[src/rtl/mem_order_pkg.sv]
package mem_order_pkg;
  // Which queue head owns the memory port in a cycle.
  typedef enum logic {
    GRANT_LOAD  = 1'b0,
    GRANT_STORE = 1'b1
  } grant_e;
endpackage

[src/rtl/mo_addr_match.sv]
// Compares one key against every entry of a queue; hit if any valid entry matches.
module mo_addr_match #(
  parameter int DEPTH  = 4,
  parameter int ADDR_W = 32
) (
  input  logic [ADDR_W-1:0]             key,
  input  logic [DEPTH-1:0]              ent_valid,
  input  logic [DEPTH-1:0][ADDR_W-1:0]  ent_addr,
  output logic                          hit
);
  logic [DEPTH-1:0] eq;

  for (genvar g = 0; g < DEPTH; g++) begin : g_cmp
    assign eq[g] = ent_valid[g] && (ent_addr[g] == key);
  end

  assign hit = |eq;
endmodule

[src/rtl/mo_addr_fifo.sv]
// Small FIFO whose entry addresses are all visible for conflict checking.
module mo_addr_fifo #(
  parameter int DEPTH  = 4,
  parameter int ADDR_W = 32,
  parameter int DATA_W = 32
) (
  input  logic                          clk,
  input  logic                          rst,
  input  logic                          flush,
  input  logic                          push,
  input  logic [ADDR_W-1:0]             push_addr,
  input  logic [DATA_W-1:0]             push_data,
  input  logic                          pop,
  output logic                          full,
  output logic                          empty,
  output logic [ADDR_W-1:0]             head_addr,
  output logic [DATA_W-1:0]             head_data,
  output logic [DEPTH-1:0]              ent_valid,
  output logic [DEPTH-1:0][ADDR_W-1:0]  ent_addr
);
  localparam int PW = (DEPTH > 1) ? $clog2(DEPTH) : 1;
  localparam int CW = $clog2(DEPTH + 1);

  logic [DEPTH-1:0][ADDR_W-1:0] addr_mem;
  logic [DEPTH-1:0][DATA_W-1:0] data_mem;
  logic [PW-1:0]                wr_ptr, rd_ptr, wr_nxt, rd_nxt;
  logic [CW-1:0]                cnt, cnt_nxt;
  logic [DEPTH-1:0]             vld, vld_nxt;

  assign wr_nxt = (wr_ptr == PW'(DEPTH - 1)) ? '0 : wr_ptr + 1'b1;
  assign rd_nxt = (rd_ptr == PW'(DEPTH - 1)) ? '0 : rd_ptr + 1'b1;

  always_comb begin
    vld_nxt = vld;
    cnt_nxt = cnt;
    if (pop) begin
      vld_nxt[rd_ptr] = 1'b0;
      cnt_nxt         = cnt_nxt - 1'b1;
    end
    if (push) begin
      vld_nxt[wr_ptr] = 1'b1;
      cnt_nxt         = cnt_nxt + 1'b1;
    end
  end

  always_ff @(posedge clk) begin
    if (rst || flush) begin
      wr_ptr <= '0;
      rd_ptr <= '0;
      cnt    <= '0;
      vld    <= '0;
    end else begin
      if (push) wr_ptr <= wr_nxt;
      if (pop)  rd_ptr <= rd_nxt;
      cnt <= cnt_nxt;
      vld <= vld_nxt;
    end
  end

  // Storage without reset; only entries marked valid are ever looked at.
  always_ff @(posedge clk) begin
    if (push && !flush) begin
      addr_mem[wr_ptr] <= push_addr;
      data_mem[wr_ptr] <= push_data;
    end
  end

  assign full      = (cnt == CW'(DEPTH));
  assign empty     = (cnt == '0);
  assign head_addr = addr_mem[rd_ptr];
  assign head_data = data_mem[rd_ptr];
  assign ent_valid = vld;
  assign ent_addr  = addr_mem;

  assert_no_push_when_full_R7: assert property (@(posedge clk) disable iff (rst)
    push |-> !full);
  assert_no_pop_when_empty_R2: assert property (@(posedge clk) disable iff (rst)
    pop |-> !empty);
  assert_count_tracks_valid_R1: assert property (@(posedge clk) disable iff (rst)
    $countones(vld) == cnt);
endmodule

[src/rtl/mo_port_arbiter.sv]
// Picks which queue head is offered to memory; alternates on ties and
// freezes the choice while an offer waits.
module mo_port_arbiter
  import mem_order_pkg::*;
(
  input  logic   clk,
  input  logic   rst,
  input  logic   flush,
  input  logic   ld_avail,
  input  logic   st_avail,
  input  logic   mem_ready,
  output grant_e grant,
  output logic   mem_valid,
  output logic   fire
);
  logic   last_was_load;
  logic   hold_v;
  grant_e hold_g;

  assign mem_valid = ld_avail || st_avail;
  assign fire      = mem_valid && mem_ready;

  always_comb begin
    if (hold_v)         grant = hold_g;
    else if (!ld_avail) grant = GRANT_STORE;
    else if (!st_avail) grant = GRANT_LOAD;
    else                grant = last_was_load ? GRANT_STORE : GRANT_LOAD;
  end

  always_ff @(posedge clk) begin
    if (rst || flush) begin
      last_was_load <= 1'b0;
      hold_v        <= 1'b0;
      hold_g        <= GRANT_LOAD;
    end else if (fire) begin
      last_was_load <= (grant == GRANT_LOAD);
      hold_v        <= 1'b0;
    end else if (mem_valid) begin
      hold_v <= 1'b1;
      hold_g <= grant;
    end
  end

  assert_turn_after_load_R8: assert property (@(posedge clk) disable iff (rst || flush)
    (fire && grant == GRANT_LOAD) |=> (!st_avail || grant == GRANT_STORE));
  assert_single_side_R8: assert property (@(posedge clk) disable iff (rst)
    (ld_avail && !st_avail) |-> grant == GRANT_LOAD);
endmodule

[src/rtl/mem_order_queues.sv]
module mem_order_queues
  import mem_order_pkg::*;
#(
  parameter int DEPTH  = 4,
  parameter int ADDR_W = 32,
  parameter int DATA_W = 32
) (
  input  logic              clk,
  input  logic              rst,
  input  logic              flush,
  input  logic              ld_valid,
  input  logic [ADDR_W-1:0] ld_addr,
  output logic              ld_ready,
  input  logic              st_valid,
  input  logic [ADDR_W-1:0] st_addr,
  input  logic [DATA_W-1:0] st_data,
  output logic              st_ready,
  output logic              mem_valid,
  input  logic              mem_ready,
  output logic              mem_is_store,
  output logic [ADDR_W-1:0] mem_addr,
  output logic [DATA_W-1:0] mem_data
);
  logic                         ld_full, ld_empty, st_full, st_empty;
  logic [DEPTH-1:0]             ld_ent_v, st_ent_v;
  logic [DEPTH-1:0][ADDR_W-1:0] ld_ent_a, st_ent_a;
  logic [ADDR_W-1:0]            ld_head_a, st_head_a;
  logic [DATA_W-1:0]            ld_head_d, st_head_d;
  logic                         ld_conf, st_conf, st_same;
  logic                         ld_push, st_push, ld_pop, st_pop, fire;
  grant_e                       grant;

  // Load vs. older stores (read after write).
  mo_addr_match #(.DEPTH(DEPTH), .ADDR_W(ADDR_W)) u_ld_chk (
    .key(ld_addr), .ent_valid(st_ent_v), .ent_addr(st_ent_a), .hit(ld_conf));

  // Store vs. older loads (write after read).
  mo_addr_match #(.DEPTH(DEPTH), .ADDR_W(ADDR_W)) u_st_chk (
    .key(st_addr), .ent_valid(ld_ent_v), .ent_addr(ld_ent_a), .hit(st_conf));

  assign ld_ready = !ld_full && !ld_conf;
  assign ld_push  = ld_valid && ld_ready;
  assign st_same  = ld_push && (ld_addr == st_addr);
  assign st_ready = !st_full && !st_conf && !st_same;
  assign st_push  = st_valid && st_ready;

  mo_addr_fifo #(.DEPTH(DEPTH), .ADDR_W(ADDR_W), .DATA_W(DATA_W)) u_ld_q (
    .clk(clk), .rst(rst), .flush(flush),
    .push(ld_push), .push_addr(ld_addr), .push_data('0), .pop(ld_pop),
    .full(ld_full), .empty(ld_empty), .head_addr(ld_head_a), .head_data(ld_head_d),
    .ent_valid(ld_ent_v), .ent_addr(ld_ent_a));

  mo_addr_fifo #(.DEPTH(DEPTH), .ADDR_W(ADDR_W), .DATA_W(DATA_W)) u_st_q (
    .clk(clk), .rst(rst), .flush(flush),
    .push(st_push), .push_addr(st_addr), .push_data(st_data), .pop(st_pop),
    .full(st_full), .empty(st_empty), .head_addr(st_head_a), .head_data(st_head_d),
    .ent_valid(st_ent_v), .ent_addr(st_ent_a));

  mo_port_arbiter u_arb (
    .clk(clk), .rst(rst), .flush(flush),
    .ld_avail(!ld_empty), .st_avail(!st_empty), .mem_ready(mem_ready),
    .grant(grant), .mem_valid(mem_valid), .fire(fire));

  assign mem_is_store = (grant == GRANT_STORE);
  assign ld_pop       = fire && !mem_is_store && !flush;
  assign st_pop       = fire &&  mem_is_store && !flush;
  assign mem_addr     = mem_is_store ? st_head_a : ld_head_a;
  assign mem_data     = mem_is_store ? st_head_d : ld_head_d;

  assert_offer_holds_R9: assert property (@(posedge clk) disable iff (rst || flush)
    (mem_valid && !mem_ready) |=>
      (mem_valid && $stable(mem_is_store) && $stable(mem_addr) && $stable(mem_data)));
  assert_flush_empties_R10: assert property (@(posedge clk) disable iff (rst)
    flush |=> !mem_valid);
  assert_same_cycle_store_waits_R6: assert property (@(posedge clk) disable iff (rst)
    (ld_valid && ld_ready && st_valid && ld_addr == st_addr) |-> !st_ready);
  assert_load_offer_zero_data_R2: assert property (@(posedge clk) disable iff (rst)
    (mem_valid && !mem_is_store) |-> (mem_data == '0));
endmodule

[config.mk]
export PLATFORM = sky130hd
export DESIGN_NAME = mem_order_queues
export DESIGN_NICKNAME = d
export VERILOG_FILES = /design/src/rtl/mem_order_pkg.sv /design/src/rtl/mo_addr_match.sv /design/src/rtl/mo_addr_fifo.sv /design/src/rtl/mo_port_arbiter.sv /design/src/rtl/mem_order_queues.sv
export SDC_FILE = /design/constraint.sdc
export NUM_CORES = 1
export LEC_CHECK = 0
export BUFFER_PORTS_ARGS = -buffer_cell sky130_fd_sc_hd__buf_2
export CAP_MARGIN = 30
export CORE_MARGIN = 2
export CORE_UTILIZATION = 30
export DETAILED_ROUTE_END_ITERATION = 6
export RECOVER_POWER = 50
export SYNTH_ARGS = -nofsm -noshare
export SYNTH_HDL_FRONTEND = slang
export SYNTH_SLANG_ARGS = --single-unit
[constraint.sdc]
create_clock -name clk -period 8.43 [get_ports clk]
set_clock_uncertainty 0.1 [all_clocks]
set_input_delay 0.843 -clock clk [delete_from_list [all_inputs] [get_ports clk]]
set_output_delay 0.843 -clock clk [all_outputs]
set_load 0.01 [all_outputs]
==> impl_metrics.env, run 1 <==
export IMPL_status="finished, violations left"
export IMPL_violations="max-capacitance violations, max-slew violations"
export IMPL_worst_hold_path_endpoint="u_st_q.data_mem[41]"
export IMPL_boundaryPins=170
export IMPL_r2r_start="u_st_q.ent_addr[12]"
export IMPL_setup_viol=0
export IMPL_seq_area_mm2=0.0159
export IMPL_cp_data_arrival_time_ns=4.48
export IMPL_antenna_found_initial=15
export IMPL_grt_start_max_net_pins=72
export IMPL_syn2layout_area_growth_pct=14.6
export IMPL_internal_power_mw=4.58
export IMPL_holdPathStages=1
export IMPL_drtIter0Drc=1765
export IMPL_viasPerCell=5.28
export IMPL_die_h_um=294
export IMPL_swShare_pct=24.5
export IMPL_cellPowerDensity_mw_per_mm2=209
export IMPL_cts_resized=0
export IMPL_rsz0062_at_grt="false"
export IMPL_crit_type="in2out"
export IMPL_hpwl_mm=60.3
export IMPL_critical_path_required_ns=7.49
export IMPL_layout_commonest_cell="edfxtp_1"
export IMPL_p_sw_mw=1.49
export IMPL_start_util_pct=30.3
export IMPL_grtUsageTotal_pct=19.1
export IMPL_critPathCaptureType="output pin"
export IMPL_min_period_ns=5.42
export IMPL_routed_via_count=15089
export IMPL_async_reset_ff_share_pct=0
export IMPL_yosysTopAreaCellShare_pct=60.8
export IMPL_r2r_cells=10
export IMPL_relSlewSlack_pct=-32.0
export IMPL_num_rows=106
export IMPL_r2r_slack_ns=4.24
export IMPL_ys_seq_area_share_pct=62.8
export IMPL_max_stage_delay_ns=0.71
export IMPL_die_area_mm2=0.0867
export IMPL_avgSynthCellArea_um2=15.9
export IMPL_syn_nets=1717
export IMPL_crit_slowest_cell="nor3_1"
export IMPL_dp_slack_ns=3.55
export IMPL_place_congestion=1.00
export IMPL_die_x_um=294
export IMPL_p_leak_nw=9.04
export IMPL_drc=0
export IMPL_ctsHoldBuffers=0
export IMPL_drt_total_wl_mm=83.4
export IMPL_drive_above_1_share_pct=21.8
export IMPL_yosys_top_cells_area="edfxtp_1 (61%), mux4_2 (11%), xor2_1 (5.8%)"
export IMPL_clockPowerShare_pct=40.6
export IMPL_clk_latency_ns=0.65
export IMPL_nNetsFinal=1853
export IMPL_pwr_share_comb_pct=9.6
export IMPL_fin_ws_ns=3.01
export IMPL_setup_tns_final_ns=0
export IMPL_yosysWarnings=0
export IMPL_final_fill_count=7990
export IMPL_grt_overflow=0
export IMPL_clk_pin_slew_ns=0.06
export IMPL_pwr_share_seq_pct=49.8
export IMPL_ys_types=47
export IMPL_synth_seq_cells=537
export IMPL_tightest_slew_ns=1.98
export IMPL_wl_per_cell_um=29.2
export IMPL_final_cell_mix="edfxtp_1 (512), xor2_1 (167), nor2b_1 (130)"
export IMPL_synthCells=1593
export IMPL_vdd_drop_max_v=0.000177
export IMPL_cts_sinks=537
export IMPL_synth_area_mm2=0.0253
export IMPL_drtPass1Iterations=5
export IMPL_cts_tree="built"
export IMPL_synth_main_ff_cell="edfxtp_1"
export IMPL_first_global_vias=15280
export IMPL_root_buffer="clkbuf_16"
export IMPL_worst_path_max_fanout=9
export IMPL_cpMostUsedCell="nand4_1"
export IMPL_postRouteAntennaNets=0
export IMPL_synth_edf_count=512
export IMPL_hold_class="in2reg"
export IMPL_grt_pass1_wl_mm=117
export IMPL_worstHoldStart="st_data[9]"
export IMPL_rr_endpoint="u_ld_q.ent_addr[47]"
export IMPL_multi_input_area_mm2=0.00889
export IMPL_slew_viol_final=137
export IMPL_cts_max_level=2
export IMPL_core_area_mm2=0.0836
export IMPL_postCtsSetupBuffers=0
export IMPL_start_kind="input pin"
export IMPL_numCtsBuffers=55
export IMPL_hold_violations=0
export IMPL_port_buffers=169
export IMPL_min_period_over_period_pct=64.3
export IMPL_max_freq_ghz=0.184
export IMPL_clk_path_buf_depth=3
export IMPL_yosys_area_top_type="edfxtp_1"
export IMPL_maxCapViolCount=4
export IMPL_crit_chain="clkbuf_1 > xnor2_1 > nand4_1 > nor4_1 > nand4_1 > or4_1 > nor3_1 > nor2_1 > buf_2"
[per-layer routing]
| layer | routed length, µm | part of all wire, % | vias up | track usage [%] |
|---|---|---|---|---|
| li1 | - | - | 6326 | - |
| met1 | 34600 | 41 | 7902 | 25.7 |
| met2 | 38800 | 47 | 702 | 30.3 |
| met3 | 7170 | 8.6 | 147 | 4.22 |
| met4 | 2800 | 3.4 | 12 | 7.09 |
| met5 | 76 | 0.091 | - | 0 |
[cell families after synthesis]
kind of cell	after synthesis	share of synthesized area [%]
DFF	537	62.8
and+or+nand+nor	379	8.72
xor gates and xnor gates	286	9.90
muxes	195	14.4
buffers and inverters	136	2.17
AOI/OAI and AO/OA	38	0.999
adders and majority gates	22	1.09
[per-stage QoR]
step	utilization [%]	hold WS [ns]	cells	instance area (µm²)	power (mW)
floorplan	-	0.337	1593	25300	3.40
global placement	32.6	0.348	2747	27200	3.66
detailed placement	32.7	0.355	2752	27300	3.67
CTS	34.9	0.276	2854	29100	6.12
global route	34.7	0.355	2859	29000	6.24
finish	34.7	0.359	2859	29000	6.07
[cells in the mapped netlist, types with 26 or more instances]
cell type  count
clkbuf_1      95
edfxtp_1     512
mux2_2        64
mux4_2       128
nand2_1       38
nand3_1       32
nand4_1       44
nor2b_1      130
nor3_1        26
nor4_1        56
xnor2_1      119
xor2_1       167
[critical path, delay by kind of cell]
family	cells	cell delay, ns
and+or+nand+nor	6	2.56
xor gates and xnor gates	1	0.35
buffers and inverters	2	0.72
[worst max path at each step]
stage | from | cells after the start | endpoint | slack [ns]
global placement | ld_addr[12] | 10 | u_ld_q.ent_addr[59] | 3.36
global route | st_addr[8] | 9 | st_ready | 2.82
finish | ld_addr[25] | 9 | st_ready | 3.01
CTS | ld_addr[25] | 9 | st_ready | 3.59
floorplan | ld_addr[13] | 9 | u_st_q.data_mem[0] | 0.38
detailed placement | ld_addr[25] | 10 | u_st_q.ent_addr[22] | 3.55
[final cells by class]
| class | count | share of cell area (%) |
|---|---|---|
| clock inverters | 35 | 1.23 |
| well taps | 1080 | 4.66 |
| repair buffers | 196 | 3.34 |
| inverters | 19 | 0.246 |
| diodes | 5 | 0.0432 |
| flip-flops and latches | 537 | 54.8 |
| multi-input cells | 920 | 30.7 |
| clock buffers | 67 | 5.01 |
[power by group through the flow]
stage | Combinational (mW) | Clock [mW] | Sequential (mW)
2_1_floorplan | 0.332 | 0 | 3.07
3_5_place_dp | 0.587 | 0 | 3.08
6_report | 0.580 | 2.47 | 3.03
5_1_grt | 0.613 | 2.59 | 3.03
4_1_cts | 0.590 | 2.51 | 3.03
3_3_place_gp | 0.582 | 0 | 3.08
[registers in the layout (all words and copies together) (netlist names), 2 cells and up]
signal and cells:
u_st_q.rd_ptr 2, u_st_q.cnt 3, u_st_q.ent_valid 4, u_ld_q.rd_ptr 2, u_ld_q.ent_addr 128, u_st_q.wr_ptr 2, u_ld_q.cnt 3, u_ld_q.ent_valid 4
u_ld_q.wr_ptr 2, u_st_q.ent_addr 128, u_ld_q.data_mem 128, u_st_q.data_mem 128
(Power assumes the default switching activity.)
==> inputs of run 2 (changes only) <==
==> constraint.sdc (replaced) <==
create_clock -name clk -period 5.3 [get_ports clk]
set_clock_uncertainty 0.1 [all_clocks]
set_input_delay 0.53 -clock clk [delete_from_list [all_inputs] [get_ports clk]]
set_output_delay 0.53 -clock clk [all_outputs]
set_load 0.01 [all_outputs]
==> run 2 against run 1 <==
  * The run still ends with max-capacitance violations, max-slew violations left
  * Largest power group unchanged
  * First-iteration DRC count is 9.2% lower
  * Via count rose by 1.3%
  * Combinational power increased by 66%
  * Clock power grew 58%
  * Critical path type is now in2reg
  * Largest cell class unchanged
  * Critical endpoint is now u_ld_q.ent_addr[19]
  * Non-clock buffer count rose by 31
  * Sequential power increased by 59%
==> impl_metrics.env, run 2 (same netlist as run 1, synthesis figures left out) <==
export IMPL_cts_max_level=2
export IMPL_crit_slowest_cell="and2_0"
export IMPL_status="finished, violations left"
export IMPL_swShare_pct=24.5
export IMPL_p_leak_nw=9.20
export IMPL_cts_resized=0
export IMPL_clockPowerShare_pct=40.3
export IMPL_internal_power_mw=7.31
export IMPL_clk_latency_ns=0.64
export IMPL_clk_pin_slew_ns=0.07
export IMPL_hpwl_mm=62.6
export IMPL_cts_tree="built"
export IMPL_maxCapViolCount=7
export IMPL_antenna_found_initial=22
export IMPL_routed_via_count=15281
export IMPL_ctsHoldBuffers=26
export IMPL_min_period_over_period_pct=85.6
export IMPL_postRouteAntennaNets=0
export IMPL_critical_path_required_ns=5.48
export IMPL_final_cell_mix="edfxtp_1 (512), xor2_1 (167), nor2b_1 (130)"
export IMPL_min_period_ns=4.54
export IMPL_place_congestion=1.01
export IMPL_drtPass1Iterations=5
export IMPL_syn2layout_area_growth_pct=16.1
export IMPL_max_freq_ghz=0.220
export IMPL_layout_commonest_cell="edfxtp_1"
export IMPL_relSlewSlack_pct=-52.3
export IMPL_cp_data_arrival_time_ns=4.72
export IMPL_postCtsSetupBuffers=0
export IMPL_violations="max-capacitance violations, max-slew violations"
export IMPL_die_h_um=294
export IMPL_die_area_mm2=0.0867
export IMPL_tightest_slew_ns=2.28
export IMPL_pwr_share_seq_pct=49.7
export IMPL_num_rows=106
export IMPL_cts_sinks=537
export IMPL_use_met2_pct=31.3
export IMPL_setup_tns_final_ns=0
export IMPL_drive_above_1_share_pct=21.6
export IMPL_total_power_mw=9.68
export IMPL_r2r_slack_ns=1.02
export IMPL_crit_buf_inv=2
export IMPL_drc=0
export IMPL_worst_path_max_fanout=14
export IMPL_start_kind="input pin"
export IMPL_crit_chain="clkbuf_1 > xnor2_1 > nand4_1 > nor4_1 > nand3_1 > nor3b_1 > nand3_1 > nor2_1 > and2_0 > buf_4"
export IMPL_numCtsBuffers=55
export IMPL_cpMostUsedCell="nand3_1"
export IMPL_viasPerCell=5.28
export IMPL_start_util_pct=30.3
export IMPL_root_buffer="clkbuf_16"
export IMPL_crit_type="in2reg"
export IMPL_grt_overflow=0
export IMPL_nNetsFinal=1884
export IMPL_slew_viol_final=294
export IMPL_grt_start_max_net_pins=129
export IMPL_hold_violations=0
export IMPL_critPathCaptureType="register"
export IMPL_grt_pass1_wl_mm=120
export IMPL_cellPowerDensity_mw_per_mm2=330
export IMPL_grt_busiest_layer="met2"
export IMPL_grt_util_met3_pct=5.33
export IMPL_vdd_drop_max_v=0.000265
export IMPL_rsz0062_at_grt="false"
export IMPL_setup_viol=0
export IMPL_max_stage_delay_ns=1.35
export IMPL_grtUsageTotal_pct=19.8
export IMPL_hold_class="in2reg"
export IMPL_port_buffers=169
export IMPL_boundaryPins=170
export IMPL_crit_family="simple AND/OR/NAND/NOR gates"
export IMPL_first_global_vias=15351
export IMPL_pwr_share_comb_pct=9.9
export IMPL_drt_total_wl_mm=86.4
export IMPL_grtUsageMet1_pct=26.3
export IMPL_drtIter0Drc=1603
export IMPL_p_sw_mw=2.37
export IMPL_wl_per_cell_um=29.9
export IMPL_core_area_mm2=0.0836
export IMPL_clk_path_buf_depth=3
export IMPL_die_x_um=294
==> run 2: changes by cell type in the layout (fill, tap and decap cells not counted), sizes merged <==
| cell | before | now |
|---|---|---|
| dlygate4sd3 | 0 | 26 |
| clkbuf | 169 | 184 |
| clkinv | 27 | 17 |
| buf | 94 | 97 |
| bufinv | 5 | 3 |
| inv | 20 | 22 |
| clkinvlp | 2 | 1 |
| diode | 5 | 6 |
==> run 2: stage by stage <==
step	hold WS (ns)	instances	area [µm²]	setup WS [ns]	utilization [%]
2_1_floorplan	0.337	1593	25300	-0.205	-
3_3_place_gp	0.350	2754	27400	1.08	32.8
3_5_place_dp	0.365	2756	27400	1.12	32.8
4_1_cts	0.00159	2886	29500	1.06	35.3
5_1_grt	0.101	2892	29400	0.684	35.1
6_report	0.116	2893	29400	0.762	35.1
==> run 2: area by class of cell <==
| type | instances | area [µm²] |
|---|---|---|
| diodes | 6 | 15.0 |
| clock buffers | 80 | 1560 |
| clock inverters | 24 | 248 |
| fillers | 8025 | 54200 |
| inverters | 19 | 71.3 |
| multi-input cells | 920 | 8920 |
| flip-flops and latches | 537 | 15900 |
| well taps | 1080 | 1350 |
| repair buffers | 227 | 1300 |
==> run 2: path summary, 6_finish.rpt <==
check,to,start,cells after the start
max,u_ld_q.ent_addr[19],ld_addr[21],10
min,u_st_q.data_mem[64],st_data[0],1
max reg2reg,u_ld_q.ent_addr[19],u_st_q.ent_addr[100],9
min reg2reg,u_arb.last_was_load,u_arb.last_was_load,2
==> run 2: power groups by stage <==
stage / Combinational (mW) / Sequential (mW) / Clock [mW]
finish: 0.963 / 4.81 / 3.91
global route: 1.01 / 4.82 / 4.14
CTS: 0.974 / 4.81 / 3.97
detailed placement: 0.951 / 4.90 / 0
global placement: 0.943 / 4.90 / 0
floorplan: 0.530 / 4.88 / 0
==> run 2: metal layers <==
metal	up-vias	wire length (µm)
met4	16	2790
met2	714	40100
met1	8022	35300
li1	6395	-
met5	-	115
met3	134	8170
==> run 2: worst reg2reg max path, stage by stage (launching register included) <==
cell      delay (ns)
edfxtp_1        0.40
xor2_1          0.47
nor4_1          0.18
nand4b_1        0.17
nor3_1          0.07
a32oi_1         0.34
nand3_1         0.22
nor2_1          0.25
and2_0          1.35
buf_4           0.44
